===== config.mk =====
export PLATFORM = sky130hd
export DESIGN_NAME = pcm_fault_mem
export DESIGN_NICKNAME = d
export VERILOG_FILES = /design/src/rtl/pcm_pkg.sv /design/src/rtl/pcm_cell_array.sv /design/src/rtl/pcm_fault_ctrl.sv /design/src/rtl/pcm_read_port.sv /design/src/rtl/pcm_fault_mem.sv
export SDC_FILE = /design/constraint.sdc
export NUM_CORES = 1
export LEC_CHECK = 0
export BUFFER_PORTS_ARGS = -buffer_cell sky130_fd_sc_hd__buf_2
export CORE_UTILIZATION = 35
export CTS_BUF_LIST = sky130_fd_sc_hd__clkbuf_4 sky130_fd_sc_hd__clkbuf_8 sky130_fd_sc_hd__clkbuf_16
export CTS_CLUSTER_SIZE = 25
export DETAILED_ROUTE_END_ITERATION = 8
export GPL_TIMING_DRIVEN = 0
export SYNTH_ARGS = -nofsm -noshare
export SYNTH_HDL_FRONTEND = slang
export SYNTH_SLANG_ARGS = --single-unit

===== constraint.sdc =====
create_clock -name clk_i -period 2.6 [get_ports clk_i]
set_input_delay 0.39 -clock clk_i [delete_from_list [all_inputs] [get_ports clk_i]]
set_output_delay 0.39 -clock clk_i [all_outputs]
set_load 0.01 [all_outputs]

===== src/rtl/pcm_pkg.sv =====
package pcm_pkg;
  typedef enum logic [2:0] {
    FLT_NONE    = 3'd0,
    FLT_PROX    = 3'd1,
    FLT_RREC    = 3'd2,
    FLT_RDIST   = 3'd3,
    FLT_FWRITE  = 3'd4,
    FLT_STK_SET = 3'd5,
    FLT_STK_RST = 3'd6,
    FLT_INCPRG  = 3'd7
  } fault_e;
endpackage


===== src/rtl/pcm_cell_array.sv =====
module pcm_cell_array #(
  parameter int ADDR_W = 4,
  parameter int DATA_W = 4
) (
  input  logic              clk_i,
  input  logic              rst_ni,
  input  logic              wr_en_i,
  input  logic [ADDR_W-1:0] addr_i,
  input  logic [DATA_W-1:0] wr_val_i,
  input  logic              vic_upd_i,
  input  logic [ADDR_W-1:0] vic_addr_i,
  input  logic [DATA_W-1:0] vic_nval_i,
  input  logic [DATA_W-1:0] vic_nmrg_i,
  output logic [DATA_W-1:0] rd_val_o,
  output logic [DATA_W-1:0] rd_mrg_o,
  output logic [DATA_W-1:0] vic_val_o,
  output logic [DATA_W-1:0] vic_mrg_o
);
  localparam int DEPTH = 1 << ADDR_W;

  logic [DATA_W-1:0] val_w [DEPTH];
  logic [DATA_W-1:0] mrg_w [DEPTH];

  for (genvar i = 0; i < DEPTH; i++) begin : gen_word
    logic [DATA_W-1:0] val_q;
    logic [DATA_W-1:0] mrg_q;
    logic              vic_hit;
    logic              wr_hit;

    assign vic_hit = vic_upd_i && (vic_addr_i == ADDR_W'(i));
    assign wr_hit  = wr_en_i && (addr_i == ADDR_W'(i));

    always_ff @(posedge clk_i or negedge rst_ni) begin
      if (!rst_ni) begin
        val_q <= '0;
        mrg_q <= '0;
      end else if (vic_hit) begin
        val_q <= vic_nval_i;
        mrg_q <= vic_nmrg_i;
      end else if (wr_hit) begin
        val_q <= wr_val_i;
        mrg_q <= '0;
      end
    end

    assign val_w[i] = val_q;
    assign mrg_w[i] = mrg_q;
  end

  assign rd_val_o  = val_w[addr_i];
  assign rd_mrg_o  = mrg_w[addr_i];
  assign vic_val_o = val_w[vic_addr_i];
  assign vic_mrg_o = mrg_w[vic_addr_i];
endmodule


===== src/rtl/pcm_fault_ctrl.sv =====
module pcm_fault_ctrl
  import pcm_pkg::*;
#(
  parameter int ADDR_W = 4,
  parameter int DATA_W = 4
) (
  input  logic              clk_i,
  input  logic              rst_ni,
  input  logic [2:0]        fault_sel_i,
  input  logic [ADDR_W-1:0] victim_i,
  input  logic [ADDR_W-1:0] aggressor_i,
  input  logic [ADDR_W-1:0] addr_i,
  input  logic              wr_op_i,
  input  logic              rd_op_i,
  input  logic [DATA_W-1:0] wdata_i,
  input  logic [DATA_W-1:0] vic_val_i,
  input  logic [DATA_W-1:0] vic_mrg_i,
  output logic              vic_upd_o,
  output logic [DATA_W-1:0] vic_nval_o,
  output logic [DATA_W-1:0] vic_nmrg_o,
  output logic [DATA_W-1:0] rd_force_o,
  output logic [DATA_W-1:0] armed_o
);
  fault_e            fault;
  logic [ADDR_W:0]   vic_ext;
  logic [ADDR_W:0]   agg_ext;
  logic [ADDR_W:0]   one_ext;
  logic              adjacent;
  logic              vic_sel;
  logic              agg_wr;
  logic              stuck_mode;
  logic [DATA_W-1:0] armed_q;
  logic [DATA_W-1:0] armed_n;
  logic [DATA_W-1:0] pend_q;

  assign fault    = fault_e'(fault_sel_i);
  assign vic_ext  = {1'b0, victim_i};
  assign agg_ext  = {1'b0, aggressor_i};
  assign one_ext  = {{ADDR_W{1'b0}}, 1'b1};
  // neighbours in the linear array, no wrap
  assign adjacent = (vic_ext + one_ext == agg_ext) || (agg_ext + one_ext == vic_ext);
  assign vic_sel  = (addr_i == victim_i);
  assign agg_wr   = wr_op_i && (addr_i == aggressor_i) && adjacent;

  assign stuck_mode = (fault == FLT_STK_SET) || (fault == FLT_STK_RST);
  assign armed_n    = armed_q | ~wdata_i;

  always_comb begin
    vic_upd_o  = 1'b0;
    vic_nval_o = vic_val_i;
    vic_nmrg_o = vic_mrg_i;
    if (wr_op_i && vic_sel) begin
      vic_upd_o  = 1'b1;
      vic_nval_o = wdata_i;
      vic_nmrg_o = '0;
      unique case (fault)
        FLT_STK_SET: vic_nval_o = wdata_i | armed_n;
        FLT_STK_RST: vic_nval_o = wdata_i & ~armed_n;
        FLT_INCPRG:  vic_nmrg_o = ~wdata_i;
        default: ;
      endcase
    end else if (fault == FLT_PROX && agg_wr) begin
      vic_upd_o  = 1'b1;
      vic_nmrg_o = vic_mrg_i | (~vic_val_i & ~wdata_i);
    end else if (rd_op_i && vic_sel) begin
      if (fault == FLT_RDIST) begin
        vic_upd_o  = 1'b1;
        vic_nmrg_o = vic_mrg_i | ~vic_val_i;
      end else if (fault == FLT_FWRITE) begin
        vic_upd_o  = 1'b1;
        vic_nval_o = '0;
      end
    end
  end

  always_ff @(posedge clk_i or negedge rst_ni) begin
    if (!rst_ni) begin
      armed_q <= '0;
      pend_q  <= '0;
    end else begin
      if (wr_op_i && vic_sel && stuck_mode) armed_q <= armed_n;
      if (wr_op_i || rd_op_i) begin
        if (wr_op_i && vic_sel && fault == FLT_RREC) pend_q <= vic_val_i & ~wdata_i;
        else                                          pend_q <= '0;
      end
    end
  end

  assign rd_force_o = (rd_op_i && vic_sel) ? pend_q : '0;
  assign armed_o    = armed_q;
endmodule


===== src/rtl/pcm_read_port.sv =====
module pcm_read_port #(
  parameter int DATA_W = 4
) (
  input  logic              clk_i,
  input  logic              rst_ni,
  input  logic              rd_op_i,
  input  logic              margin_i,
  input  logic [DATA_W-1:0] val_i,
  input  logic [DATA_W-1:0] mrg_i,
  input  logic [DATA_W-1:0] force_i,
  output logic [DATA_W-1:0] rdata_o
);
  logic [DATA_W-1:0] sensed;
  logic [DATA_W-1:0] rdata_q;

  // low threshold sees partly crystallised cells as set
  assign sensed = (margin_i ? (val_i | mrg_i) : val_i) | force_i;

  always_ff @(posedge clk_i or negedge rst_ni) begin
    if (!rst_ni)      rdata_q <= '0;
    else if (rd_op_i) rdata_q <= sensed;
  end

  assign rdata_o = rdata_q;
endmodule


===== src/rtl/pcm_fault_mem.sv =====
module pcm_fault_mem #(
  parameter int ADDR_W = 4,
  parameter int DATA_W = 4
) (
  input  logic              clk_i,
  input  logic              rst_ni,
  input  logic [ADDR_W-1:0] addr_i,
  input  logic              we_i,
  input  logic [DATA_W-1:0] wdata_i,
  input  logic              re_i,
  input  logic              margin_i,
  output logic [DATA_W-1:0] rdata_o,
  input  logic [2:0]        fault_sel_i,
  input  logic [ADDR_W-1:0] victim_i,
  input  logic [ADDR_W-1:0] aggressor_i
);
  logic              wr_op;
  logic              rd_op;
  logic              vic_upd;
  logic [DATA_W-1:0] vic_nval;
  logic [DATA_W-1:0] vic_nmrg;
  logic [DATA_W-1:0] vic_val;
  logic [DATA_W-1:0] vic_mrg;
  logic [DATA_W-1:0] rd_val;
  logic [DATA_W-1:0] rd_mrg;
  logic [DATA_W-1:0] rd_force;
  logic [DATA_W-1:0] armed;

  assign wr_op = we_i;
  assign rd_op = re_i && !we_i;

  pcm_cell_array #(.ADDR_W(ADDR_W), .DATA_W(DATA_W)) u_array (
    .clk_i      (clk_i),
    .rst_ni     (rst_ni),
    .wr_en_i    (wr_op),
    .addr_i     (addr_i),
    .wr_val_i   (wdata_i),
    .vic_upd_i  (vic_upd),
    .vic_addr_i (victim_i),
    .vic_nval_i (vic_nval),
    .vic_nmrg_i (vic_nmrg),
    .rd_val_o   (rd_val),
    .rd_mrg_o   (rd_mrg),
    .vic_val_o  (vic_val),
    .vic_mrg_o  (vic_mrg)
  );

  pcm_fault_ctrl #(.ADDR_W(ADDR_W), .DATA_W(DATA_W)) u_fault (
    .clk_i       (clk_i),
    .rst_ni      (rst_ni),
    .fault_sel_i (fault_sel_i),
    .victim_i    (victim_i),
    .aggressor_i (aggressor_i),
    .addr_i      (addr_i),
    .wr_op_i     (wr_op),
    .rd_op_i     (rd_op),
    .wdata_i     (wdata_i),
    .vic_val_i   (vic_val),
    .vic_mrg_i   (vic_mrg),
    .vic_upd_o   (vic_upd),
    .vic_nval_o  (vic_nval),
    .vic_nmrg_o  (vic_nmrg),
    .rd_force_o  (rd_force),
    .armed_o     (armed)
  );

  pcm_read_port #(.DATA_W(DATA_W)) u_rport (
    .clk_i    (clk_i),
    .rst_ni   (rst_ni),
    .rd_op_i  (rd_op),
    .margin_i (margin_i),
    .val_i    (rd_val),
    .mrg_i    (rd_mrg),
    .force_i  (rd_force),
    .rdata_o  (rdata_o)
  );
endmodule


==> results.py <==
metrics = {
    "clock_tree": {
        "root_buffer": "clkbuf_16",
        "clock-sinks": 140,
        "cts.clk_slew.worst_paths_ps": 60,
        "cts_tree": "built",
        "cts_inserted_buffers": 17,
        "cts_buffer_depth": 2,
        "cts_max_level": 4,
        "insertion_delay_ps": 430,
        "hold_buffers": 0,
    },
    "critical_path": {
        "crit_type": "input port to register",
        "r2r_slack_ps": 100,
        "worstPathMaxFanout": 19,
        "worstPathArrival_ps": 2880,
        "crit_path_start_kind": "input port",
        "required_ps": 2890,
        "cp-end-kind": "register",
    },
    "synth": {
        "synth_nets": 814,
        "synth_largest_area_cell": "dfrtp_1",
        "ys_seq_elements": 140,
        "synth.cell_area_um2": 9210,
        "async_flop_share": 1.000,
        "syn_avg_cell_area_um2": 11.73,
        "synth_top_area_frac": 0.3804,
        "synth_edf_count": 0,
        "ys_seq_area_frac": 0.3804,
        "synth_ff_type": "dfrtp_1",
        "synth_warnings": 0,
        "yosysUniqueCellTypes": 62,
        "yosys-top-cells-area": "dfrtp_1, mux2i_1, mux4_2, nand2_1, a21oi_1",
        "netlist_instances": 785,
    },
    "job": {
        "maxCapViolCount": 0,
    },
    "finish": {
        "mostFrequentLayoutCell": "mux2i_1",
        "fin_nets": 858,
        "layout_common_cells": "mux2i_1, dfrtp_1, nand2_1",
        "drive_gt1_frac": 0.2342,
        "area_growth_pct": 13.97,
        "final.fill_count": 2472,
    },
    "route": {
        "vias": 7119,
        "viasPerCell": 6.048,
        "drcViolationCount": 0,
        "drtIter0Drc": 812,
        "ant_nets": 0,
        "routed_wl_mm": 30.71,
        "dr.pass1.iters": 6,
        "post_drt_wl_per_cell_um": 26.09,
    },
    "floorplanning": {
        "core_um2": 25910,
        "dieArea_um2": 26970,
        "rows": 59,
        "chipHeight_um": 164.2,
        "pin_count": 28,
        "start_util": 0.3554,
        "die-width_um": 164.2,
    },
    "timing": {
        "tightest_slew_ps": 962.1,
        "period_minus_slack_ps": 2590,
        "finalSetupViolations": 0,
        "skew_ps": 8.596,
        "hold_slack_ps": 4.565,
        "slew-limit-headroom": 0.3586,
        "maxSlewViolCount": 0,
        "period_share": 0.9962,
        "finalHoldViolCount": 0,
        "fin_tns_setup_ps": 0,
        "grt_setup_unrepaired": "false",
        "fmax_mhz": 386.1,
    },
    "grt": {
        "antenna_found_initial": 0,
        "grtUsageMet2": 0.3740,
        "grt_max_degree": 76,
        "overflow": 0,
        "grt_usage": 0.2388,
        "grt_pass1_vias": 6885,
        "grt-busiest-layer": "met2",
        "grtUsageMet3": 0.05429,
        "globalRouteMet1Util": 0.3224,
        "grt_pass1_wl_mm": 45.77,
    },
    "place": {
        "post-dp-hpwl_mm": 21.39,
        "io_buffers": 18,
        "gp_congestion": 0.9600,
    },
    "pwr": {
        "p_leak_nw": 4.847,
        "swShare": 0.3050,
        "p_comb_frac": 0.207,
        "seqPwrFrac": 0.406,
        "clkPwrFrac": 0.387,
        "ir_worst_vdd_mv": 0.4649,
        "p_switching_w": 0.002006,
        "finalPower_w": 0.006575,
        "power.density_nw_per_um2": 626.4,
        "p_int_w": 0.004570,
    },
    "run_status": {
        "outcome": "complete, no violations",
    },
    "min_path": {
        "min_path_type": "input port to async pin",
    },
}
cell families (layout without fill, tap and decap cells):
family,count (synthesis),after routing,synth area share
adders and majority gates,5,5,0.006793
and+or+nand+nor,184,184,0.08681
DFF,140,140,0.3804
xor gates and xnor gates,18,18,0.01997
muxes,226,226,0.3335
other,0,1,0
buffers and inverters,79,135,0.05353
AOI/OAI and AO/OA,133,133,0.1190
path summary, 6_finish.rpt:
path / end / cells past startpoint / startpoint
worst min-delay path: u_array.gen_word[4].mrg_q[3] / 1 / rst_ni
worst max register to register: u_array.gen_word[12].val_q[3] / 6 / u_array.gen_word[11].val_q[3]
worst max-delay path: u_array.gen_word[12].val_q[3] / 9 / victim_i[1]
worst min register to register: u_fault.armed_o[3] / 1 / u_fault.armed_o[3]
max in group asynchronous: u_array.gen_word[11].mrg_q[0] / 2 / rst_ni
min in group clk_i: u_fault.armed_o[2] / 2 / wdata_i[2]
per-stage QoR:
stage	utilization	cell area (um2)	worst slack [ps]	cells
after floorplan	-	9223	21.64	785
after CTS	0.4032	10450	3.838	1173
after detailed placement	0.3769	9766	-748.4	1139
final	0.4051	10500	9.783	1177
after global placement	0.3756	9732	-1072	1138
after global routing	0.4050	10490	7.677	1176
metal layers:
metal,vias to the layer above,routed length (um)
met2,353,14510
met1,3715,12810
met4,0,816
met5,-,0
met3,50,2570
li1,3001,-
registers in the layout, indices dropped and copies added (netlist names):
register	flops
u_array.gen_word.mrg_q	64
u_array.gen_word.val_q	64
u_fault.armed_o	4
u_fault.pend_q	4
u_rport.rdata_o	4
timing repair:
item,CTS,global route
setup buffers,4,4
setup endpoints to repair,128,121
gates resized for setup,10,7
pin swaps,2,2
synthesized netlist by cell type (10+ instances only):
master    instances
a21oi_1          53
a22oi_1          11
buf_2            16
buf_4            10
clkbuf_1         25
dfrtp_1         140
mux2i_1         155
mux4_2           64
nand2_1          87
nand3_1          14
nor2_1           58
worst max-delay path, cell delays in order:
cell and delay [ps]:
buf_2 180, buf_12 170, buf_12 210, buf_6 220
mux4_2 370, a221oi_1 640, o32a_2 390, buf_6 190
mux2i_1 80
final cells by class:
class                   count  area [um2]  area share
well taps                 335       419.2     0.03993
inverters                   8       30.03    0.002861
plain buffers              69       498.0     0.04744
multi-input cells         566        5248      0.4999
clock inverters            14       170.2     0.01621
clock buffers              17       425.4     0.04053
diodes                      1       2.502   0.0002384
flip-flops and latches    140        3503      0.3338
repair buffers             27       200.2     0.01907
power groups by stage:
stage	combinational, W	sequential (W)	clock, W
floorplan	0.000956	0.00262	0
global placement	0.00131	0.00269	0
detailed placement	0.00134	0.00270	0
CTS	0.00136	0.00266	0.00255
global route	0.00145	0.00270	0.00265
finish	0.00136	0.00267	0.00254
No activity file was read; power rests on OpenSTA's default activity.
